===== src/rtl/pwr_evt_pkg.sv =====
package pwr_evt_pkg;

    localparam int DATA_W = 16;

    typedef enum logic [1:0] {
        SZ_B1  = 2'd0,
        SZ_B2  = 2'd1,
        SZ_B4  = 2'd2,
        SZ_RSV = 2'd3
    } acc_size_e;

    // fixed event bit positions (status and enable share them)
    localparam logic [DATA_W-1:0] EV_TMR = 16'h0001;
    localparam logic [DATA_W-1:0] EV_BM  = 16'h0010;
    localparam logic [DATA_W-1:0] EV_GBL = 16'h0020;
    localparam logic [DATA_W-1:0] EV_PB  = 16'h0100;
    localparam logic [DATA_W-1:0] EV_SB  = 16'h0200;
    localparam logic [DATA_W-1:0] EV_RTC = 16'h0400;
    localparam logic [DATA_W-1:0] EV_WAK = 16'h8000;

    localparam logic [DATA_W-1:0] STS_CLR_MASK = EV_WAK | EV_RTC | EV_SB | EV_PB | EV_BM;
    localparam logic [DATA_W-1:0] EN_WR_MASK   = EV_RTC | EV_PB | EV_GBL;
    localparam logic [DATA_W-1:0] SCI_SRC_MASK = EV_TMR | EV_GBL | EV_PB | EV_SB | EV_RTC;

    // register offsets
    localparam int OFS_FSTS = 0;
    localparam int OFS_FEN  = 2;
    localparam int OFS_GSTS = 4;
    localparam int OFS_GEN  = 5;

    typedef struct packed {
        logic fsts;
        logic fen;
        logic gsts;
        logic gen;
    } reg_sel_t;

    typedef struct packed {
        reg_sel_t sel;
        logic     access;
        logic     bad;
    } dec_res_t;

    function automatic logic size_ok(acc_size_e sz, logic wide);
        return wide ? (sz == SZ_B2) : (sz == SZ_B1);
    endfunction

    function automatic logic fixed_sci_need(logic [DATA_W-1:0] sts, logic [DATA_W-1:0] en);
        return |(sts & en & SCI_SRC_MASK);
    endfunction

endpackage


===== src/rtl/pwr_evt_decode.sv =====
module pwr_evt_decode
    import pwr_evt_pkg::*;
#(
    parameter int ADDR_W = 3
) (
    input  logic [ADDR_W-1:0] addr,
    input  acc_size_e         size,
    input  logic              rd,
    input  logic              wr,
    output dec_res_t          res
);
    logic hit_fsts, hit_fen, hit_gsts, hit_gen, mapped, fit;

    always_comb begin
        hit_fsts = (addr == ADDR_W'(OFS_FSTS));
        hit_fen  = (addr == ADDR_W'(OFS_FEN));
        hit_gsts = (addr == ADDR_W'(OFS_GSTS));
        hit_gen  = (addr == ADDR_W'(OFS_GEN));
        mapped   = hit_fsts | hit_fen | hit_gsts | hit_gen;
        fit      = ((hit_fsts | hit_fen) & size_ok(size, 1'b1)) |
                   ((hit_gsts | hit_gen) & size_ok(size, 1'b0));

        res.access   = rd | wr;
        res.bad      = res.access & ~(mapped & fit);
        res.sel.fsts = res.access & fit & hit_fsts;
        res.sel.fen  = res.access & fit & hit_fen;
        res.sel.gsts = res.access & fit & hit_gsts;
        res.sel.gen  = res.access & fit & hit_gen;
    end
endmodule


===== src/rtl/pwr_evt_fixed.sv =====
module pwr_evt_fixed
    import pwr_evt_pkg::*;
(
    input  logic              clk,
    input  logic              rst,
    input  logic              wr_sts,
    input  logic              wr_en,
    input  logic [DATA_W-1:0] wdata,
    input  logic              pb_evt,
    output logic [DATA_W-1:0] sts_o,
    output logic [DATA_W-1:0] en_o
);
    logic [DATA_W-1:0] sts_q, en_q, clr_vec, set_vec;

    always_comb begin
        clr_vec = wr_sts ? (wdata & STS_CLR_MASK) : '0;
        set_vec = pb_evt ? EV_PB : '0;
    end

    always_ff @(posedge clk) begin
        if (rst) begin
            sts_q <= '0;
            en_q  <= '0;
        end else begin
            sts_q <= (sts_q & ~clr_vec) | set_vec;
            if (wr_en)
                en_q <= wdata & EN_WR_MASK;
        end
    end

    assign sts_o = sts_q;
    assign en_o  = en_q;

    // the strobe always leaves the power-button flag set
    a_r5_pb_sets: assert property (@(posedge clk) disable iff (rst)
        pb_evt |=> ((sts_q & EV_PB) != '0));

    // without a hardware event no status bit can rise
    a_r2_no_sw_set: assert property (@(posedge clk) disable iff (rst)
        !pb_evt |=> ((sts_q & ~$past(sts_q)) == '0));

    // enable only moves on a write
    a_r3_en_hold: assert property (@(posedge clk) disable iff (rst)
        !wr_en |=> $stable(en_q));
endmodule


===== src/rtl/pwr_evt_gpe.sv =====
module pwr_evt_gpe #(
    parameter int              GPE_W     = 8,
    parameter logic [GPE_W-1:0] GPE_VALID = 1,
    parameter int              IDX_W     = (GPE_W > 1) ? $clog2(GPE_W) : 1
) (
    input  logic             clk,
    input  logic             rst,
    input  logic             wr_sts,
    input  logic             wr_en,
    input  logic [GPE_W-1:0] wdata,
    input  logic             raise,
    input  logic [IDX_W-1:0] raise_idx,
    output logic [GPE_W-1:0] sts_o,
    output logic [GPE_W-1:0] en_o,
    output logic             raise_err_o
);
    logic [GPE_W-1:0] sts_q, en_q;
    logic             err_q;
    logic             legal;

    assign legal = raise & GPE_VALID[raise_idx];

    for (genvar i = 0; i < GPE_W; i++) begin : g_bit
        logic set_b, clr_b;
        assign set_b = legal & (raise_idx == IDX_W'(i));
        assign clr_b = wr_sts & wdata[i] & GPE_VALID[i];
        always_ff @(posedge clk) begin
            if (rst)
                sts_q[i] <= 1'b0;
            else
                sts_q[i] <= (sts_q[i] & ~clr_b) | set_b;
        end
    end

    always_ff @(posedge clk) begin
        if (rst) begin
            en_q  <= '0;
            err_q <= 1'b0;
        end else begin
            if (wr_en)
                en_q <= wdata & GPE_VALID;
            if (raise & ~GPE_VALID[raise_idx])
                err_q <= 1'b1;
        end
    end

    assign sts_o       = sts_q;
    assign en_o        = en_q;
    assign raise_err_o = err_q;

    // a legal raise lands in the named bit
    a_r9_raise_sets: assert property (@(posedge clk) disable iff (rst)
        legal |=> sts_q[$past(raise_idx)]);

    // the error flag never falls once set
    a_r10_err_sticky: assert property (@(posedge clk) disable iff (rst)
        err_q |=> err_q);

    // an illegal raise alone leaves status untouched
    a_r10_no_set: assert property (@(posedge clk) disable iff (rst)
        (raise && !legal && !wr_sts) |=> $stable(sts_q));
endmodule


===== src/rtl/pwr_evt_sci.sv =====
module pwr_evt_sci
    import pwr_evt_pkg::*;
#(
    parameter int GPE_W = 8
) (
    input  logic              clk,
    input  logic              rst,
    input  logic [DATA_W-1:0] fix_sts,
    input  logic [DATA_W-1:0] fix_en,
    input  logic [GPE_W-1:0]  gpe_sts,
    input  logic [GPE_W-1:0]  gpe_en,
    output logic              sci_o
);
    logic need, sci_q;

    assign need = fixed_sci_need(fix_sts, fix_en) | (|(gpe_sts & gpe_en));

    always_ff @(posedge clk) begin
        if (rst)
            sci_q <= 1'b0;
        else
            sci_q <= need;
    end

    assign sci_o = sci_q;

    // once every enabled source is quiet, the level drops next cycle
    a_r11_drop: assert property (@(posedge clk) disable iff (rst)
        ((fix_sts & fix_en & SCI_SRC_MASK) == '0 && (gpe_sts & gpe_en) == '0) |=> !sci_q);
endmodule


===== src/rtl/pwr_evt_regs.sv =====
module pwr_evt_regs
    import pwr_evt_pkg::*;
#(
    parameter int               ADDR_W    = 3,
    parameter int               GPE_W     = 8,
    parameter logic [GPE_W-1:0] GPE_VALID = 1,
    parameter int               IDX_W     = (GPE_W > 1) ? $clog2(GPE_W) : 1
) (
    input  logic              clk,
    input  logic              rst,
    input  logic [ADDR_W-1:0] bus_addr,
    input  logic [1:0]        bus_size,
    input  logic              bus_rd,
    input  logic              bus_wr,
    input  logic [15:0]       bus_wdata,
    output logic [15:0]       bus_rdata,
    output logic              bus_err,
    input  logic              pwrbtn_evt,
    input  logic              gpe_raise,
    input  logic [IDX_W-1:0]  gpe_idx,
    output logic              gpe_raise_err,
    output logic              sci
);
    localparam int PAD_W = DATA_W - GPE_W;

    dec_res_t          dec;
    logic [DATA_W-1:0] fix_sts, fix_en;
    logic [GPE_W-1:0]  gpe_sts, gpe_en;
    logic [DATA_W-1:0] rd_mux, rdata_q;
    logic              err_q;

    pwr_evt_decode #(.ADDR_W(ADDR_W)) u_dec (
        .addr (bus_addr),
        .size (acc_size_e'(bus_size)),
        .rd   (bus_rd),
        .wr   (bus_wr),
        .res  (dec)
    );

    pwr_evt_fixed u_fix (
        .clk    (clk),
        .rst    (rst),
        .wr_sts (bus_wr & dec.sel.fsts),
        .wr_en  (bus_wr & dec.sel.fen),
        .wdata  (bus_wdata),
        .pb_evt (pwrbtn_evt),
        .sts_o  (fix_sts),
        .en_o   (fix_en)
    );

    pwr_evt_gpe #(.GPE_W(GPE_W), .GPE_VALID(GPE_VALID), .IDX_W(IDX_W)) u_gpe (
        .clk         (clk),
        .rst         (rst),
        .wr_sts      (bus_wr & dec.sel.gsts),
        .wr_en       (bus_wr & dec.sel.gen),
        .wdata       (bus_wdata[GPE_W-1:0]),
        .raise       (gpe_raise),
        .raise_idx   (gpe_idx),
        .sts_o       (gpe_sts),
        .en_o        (gpe_en),
        .raise_err_o (gpe_raise_err)
    );

    pwr_evt_sci #(.GPE_W(GPE_W)) u_sci (
        .clk     (clk),
        .rst     (rst),
        .fix_sts (fix_sts),
        .fix_en  (fix_en),
        .gpe_sts (gpe_sts),
        .gpe_en  (gpe_en),
        .sci_o   (sci)
    );

    always_comb begin
        unique case (1'b1)
            dec.sel.fsts: rd_mux = fix_sts;
            dec.sel.fen:  rd_mux = fix_en;
            dec.sel.gsts: rd_mux = {{PAD_W{1'b0}}, gpe_sts};
            dec.sel.gen:  rd_mux = {{PAD_W{1'b0}}, gpe_en};
            default:      rd_mux = '0;
        endcase
    end

    always_ff @(posedge clk) begin
        if (rst) begin
            rdata_q <= '0;
            err_q   <= 1'b0;
        end else begin
            err_q <= dec.bad;
            if (bus_rd)
                rdata_q <= rd_mux;
        end
    end

    assign bus_rdata = rdata_q;
    assign bus_err   = err_q;

    // a refused access leaves every enable and status register alone
    a_r4_refused_no_change: assert property (@(posedge clk) disable iff (rst)
        (dec.bad && !pwrbtn_evt && !gpe_raise) |=>
            ($stable(fix_sts) && $stable(fix_en) && $stable(gpe_sts) && $stable(gpe_en)));

    // the error pulse follows a refused access
    a_r12_err_follows: assert property (@(posedge clk) disable iff (rst)
        dec.bad |=> bus_err);

    // no access, no error
    a_r12_err_idle: assert property (@(posedge clk) disable iff (rst)
        !(bus_rd || bus_wr) |=> !bus_err);

    // the interrupt needs some enable set in the previous cycle
    a_r6_sci_needs_en: assert property (@(posedge clk) disable iff (rst)
        sci |-> $past((|fix_en) || (|gpe_en)));
endmodule


===== config.mk =====
export PLATFORM = sky130hd
export DESIGN_NAME = pwr_evt_regs
export DESIGN_NICKNAME = d
export VERILOG_FILES = /design/src/rtl/pwr_evt_pkg.sv /design/src/rtl/pwr_evt_decode.sv /design/src/rtl/pwr_evt_fixed.sv /design/src/rtl/pwr_evt_gpe.sv /design/src/rtl/pwr_evt_sci.sv /design/src/rtl/pwr_evt_regs.sv
export SDC_FILE = /design/constraint.sdc
export NUM_CORES = 1
export LEC_CHECK = 0
export BUFFER_PORTS_ARGS = -buffer_cell sky130_fd_sc_hd__buf_4
export CAP_MARGIN = 20
export CORE_MARGIN = 1.5
export CORE_UTILIZATION = 51
export DETAILED_ROUTE_END_ITERATION = 8
export HOLD_SLACK_MARGIN = 0.02
export PLACE_DENSITY = 0.82
export SLEW_MARGIN = 20
export SYNTH_ARGS = -nofsm -noshare
export SYNTH_HDL_FRONTEND = slang
export SYNTH_SLANG_ARGS = --single-unit

===== constraint.sdc =====
create_clock -name clk -period 3.8 [get_ports clk]
set_input_delay 0.76 -clock clk [delete_from_list [all_inputs] [get_ports clk]]
set_output_delay 0.76 -clock clk [all_outputs]
set_load 0.03 [all_outputs]

==> flow_summary.ini <==
[yosys]
async_flop_share = 0
ys_seq_elements = 32
ys_seq_area_frac = 0.478
synth_edf_count = 0
yosys_warnings = 0
synth_area_per_cell_um2 = 9.12
synth_top_flop_cell = dfxtp_1
yosysUniqueCellTypes = 37
synthCells = 147
syn_area_um2 = 1340

[power]
clock_power_share = 0.387
irDropWorstVdd_v = 0.000416
switching_share = 0.232
p_comb_frac = 0.091
seqPwrFrac = 0.522
p_leak_uw = 0.000665
switchingPower_uw = 151
power_density_nw_per_um2 = 397
internal_power_uw = 501

[clocking]
clock_latency_ns = 0.34
cts_buffers = 5
path_clk_slew_ns = 0.10
cts.sinks = 32
cts_tree = done
clk_path_buf_depth = 2
ctsResizeCount = 0
htree_levels = 2
postCtsSetupBuffers = 0
clockRootBuffer = clkbuf_4
holdBufCountCts = 0

[floorplanning]
core-area_um2 = 2480
dieArea_um2 = 2940
die_h_um = 54.3
die_w_um = 54.3
start_util = 0.541
io_pins = 49
rows = 18

[drt]
drt-vias-per-instance = 5.50
dr_wl_met3_um = 235
dr.max_layer_used = met4
wl_met2_um = 1420
dr.pass1.iters = 4
drtIter0Drc = 36
post-route-drc-count = 0
wl_met1_um = 1230
wl_um = 2940
ant_nets = 0
num_vias = 1156
wire_per_inst_um = 14.0

[flow_run]
drv_cap = 0

[sta]
tns_ns = 0
rsz0062_at_grt = false
fin_crit_sh = 0.503
report.final.slew_viol_count = 0
final-setup-viol-count = 0
relSlewSlack = 0.336
max_freq_mhz = 524
finClkSkew_ns = 0.00770
finalHoldViolations = 0
fin_crit_ns = 1.91
worst_slew_pin_slew_ns = 0.981

[layout]
areaGrowthSynthToFinish_pct = 22.5
drive_gt1_frac = 0.267
design_area_um2 = 1640
final_cell_mix = buf_4 (35), dfxtp_1 (32), nand2_1 (14), a21oi_1 (13)
n_antenna_cell = 0
final_common_cell = buf_4
finalNetCount = 209

[global_route]
grt_antenna_before_repair = 0
grt_pass1_vias = 1095
grt-ovfl-total = 0
grt_max_degree = 28
grt_pass1_wl_um = 4640
grt_usage = 0.229

[placement]
port_buffers = 35
place_congestion = 0.804
dp_hpwl_um = 2070
placed_cell_area_um2 = 1570

[worst_setup_path]
crit_slowest_cell = or4b_4
crit_type = in -> reg
crit_arrival_ns = 2.12
critPathRequiredTime_ns = 4.01
worst_r2r_startpoint = u_gpe.en_o[0]
slowest_delay_ns = 0.61
path_max_fanout = 9
critical_path.top_delay_family = simple AND/OR/NAND/NOR gates
r2r_slack_ns = 2.84
cp_cell_sequence = buf_4, or4b_4, o311ai_0, o21ai_1
startpoint_type = input pin
cp-end-kind = flip-flop
r2r_end = bus_rdata[0]
r2r_cells = 3
cp_num_buf_inv = 1

[run_status]
status = finished clean

[worst_hold_path]
hold_class = reg -> reg
hold_end = u_fix.sts_o[4]
min_path_cells = 2
hold_start = u_fix.sts_o[4]
==> final cells by class <==
| class | instances | area (µm²) |
|---|---|---|
| clock buffers | 6 | 41.3 |
| clock inverters | 2 | 35.0 |
| fillers | 202 | 836 |
| inverters | 10 | 37.5 |
| multi-input cells | 95 | 587 |
| flip-flops and latches | 32 | 641 |
| well taps | 30 | 37.5 |
| repair buffers | 35 | 263 |
==> cells by family after synthesis <==
kind of cell,synth area share
and+or+nand+nor,0.224
AOI/OAI and AO/OA,0.178
DFF,0.478
other,0.00280
muxes,0.0243
buffers and inverters,0.0924
==> per-stage QoR <==
stage	hold slack (ns)	setup WS [ns]	std cells	util	power (µW)
after global placement	0.427	1.64	202	0.632	405
after floorplan	0.412	1.77	150	-	386
after global routing	0.476	1.81	210	0.663	676
final	0.455	1.89	210	0.663	652
after CTS	0.461	1.94	210	0.663	659
after detailed placement	0.444	1.57	202	0.632	407
==> tightest hold or removal path: cells and delay by family, from the launching register on <==
kind	cells	cell delay, ns
flip-flops	1	0.33
AND/OR/NAND/NOR	1	0.06
AO/OA/AOI/OAI	1	0.03
==> registers in the layout, summed over array words and instances (netlist names) <==
signal / count
u_gpe.sts_o: 8
u_fix.sts_o: 5
u_gpe.raise_err_o: 1
u_sci.sci_o: 1
u_gpe.en_o: 1
u_fix.en_o: 3
bus_rdata: 12
bus_err: 1
==> power groups by stage <==
stage	Combinational, µW	Sequential, µW	Clock, µW
after floorplan	35.4	351	0
after CTS	59.0	340	260
after global routing	63.6	341	272
after global placement	57.1	348	0
final	59.5	340	252
after detailed placement	58.8	348	0
==> cells in the mapped netlist, types with 2 or more instances <==
| library cell | n | area share |
|---|---|---|
| nor2_1 | 10 | 0.028 |
| or3_1 | 3 | 0.014 |
| mux2_2 | 2 | 0.017 |
| a32oi_1 | 2 | 0.013 |
| nor2b_1 | 8 | 0.037 |
| buf_6 | 3 | 0.025 |
| buf_1 | 2 | 0.0056 |
| a2bb2oi_1 | 2 | 0.013 |
| a21oi_1 | 13 | 0.049 |
| nand2_1 | 14 | 0.039 |
| buf_4 | 4 | 0.022 |
| o32a_1 | 5 | 0.037 |
| o21ai_0 | 4 | 0.015 |
| clkbuf_1 | 4 | 0.011 |
| nand2b_1 | 2 | 0.0093 |
| dfxtp_1 | 32 | 0.48 |
| nand3_1 | 7 | 0.026 |
| inv_1 | 10 | 0.028 |
| nand3b_1 | 2 | 0.011 |
==> metal layers <==
metal	up-vias	global-route usage
met5	-	0
met4	0	0.104
met3	7	0.0902
met2	51	0.386
met1	528	0.253
li1	570	-
==> worst max-delay path by stage <==
| stage | start | endpoint | slack, ns | depth (start not counted) |
|---|---|---|---|---|
| after floorplan | bus_addr[1] | u_gpe.sts_o[0] | 1.77 | 5 |
| after global placement | bus_addr[0] | bus_rdata[5] | 1.64 | 4 |
| after detailed placement | bus_addr[0] | bus_rdata[5] | 1.57 | 4 |
| after CTS | bus_addr[0] | bus_rdata[5] | 1.94 | 4 |
| after global routing | bus_addr[0] | bus_rdata[5] | 1.81 | 4 |
| final | bus_addr[1] | u_gpe.sts_o[0] | 1.89 | 4 |
No activity file was read; power rests on OpenSTA's default activity.
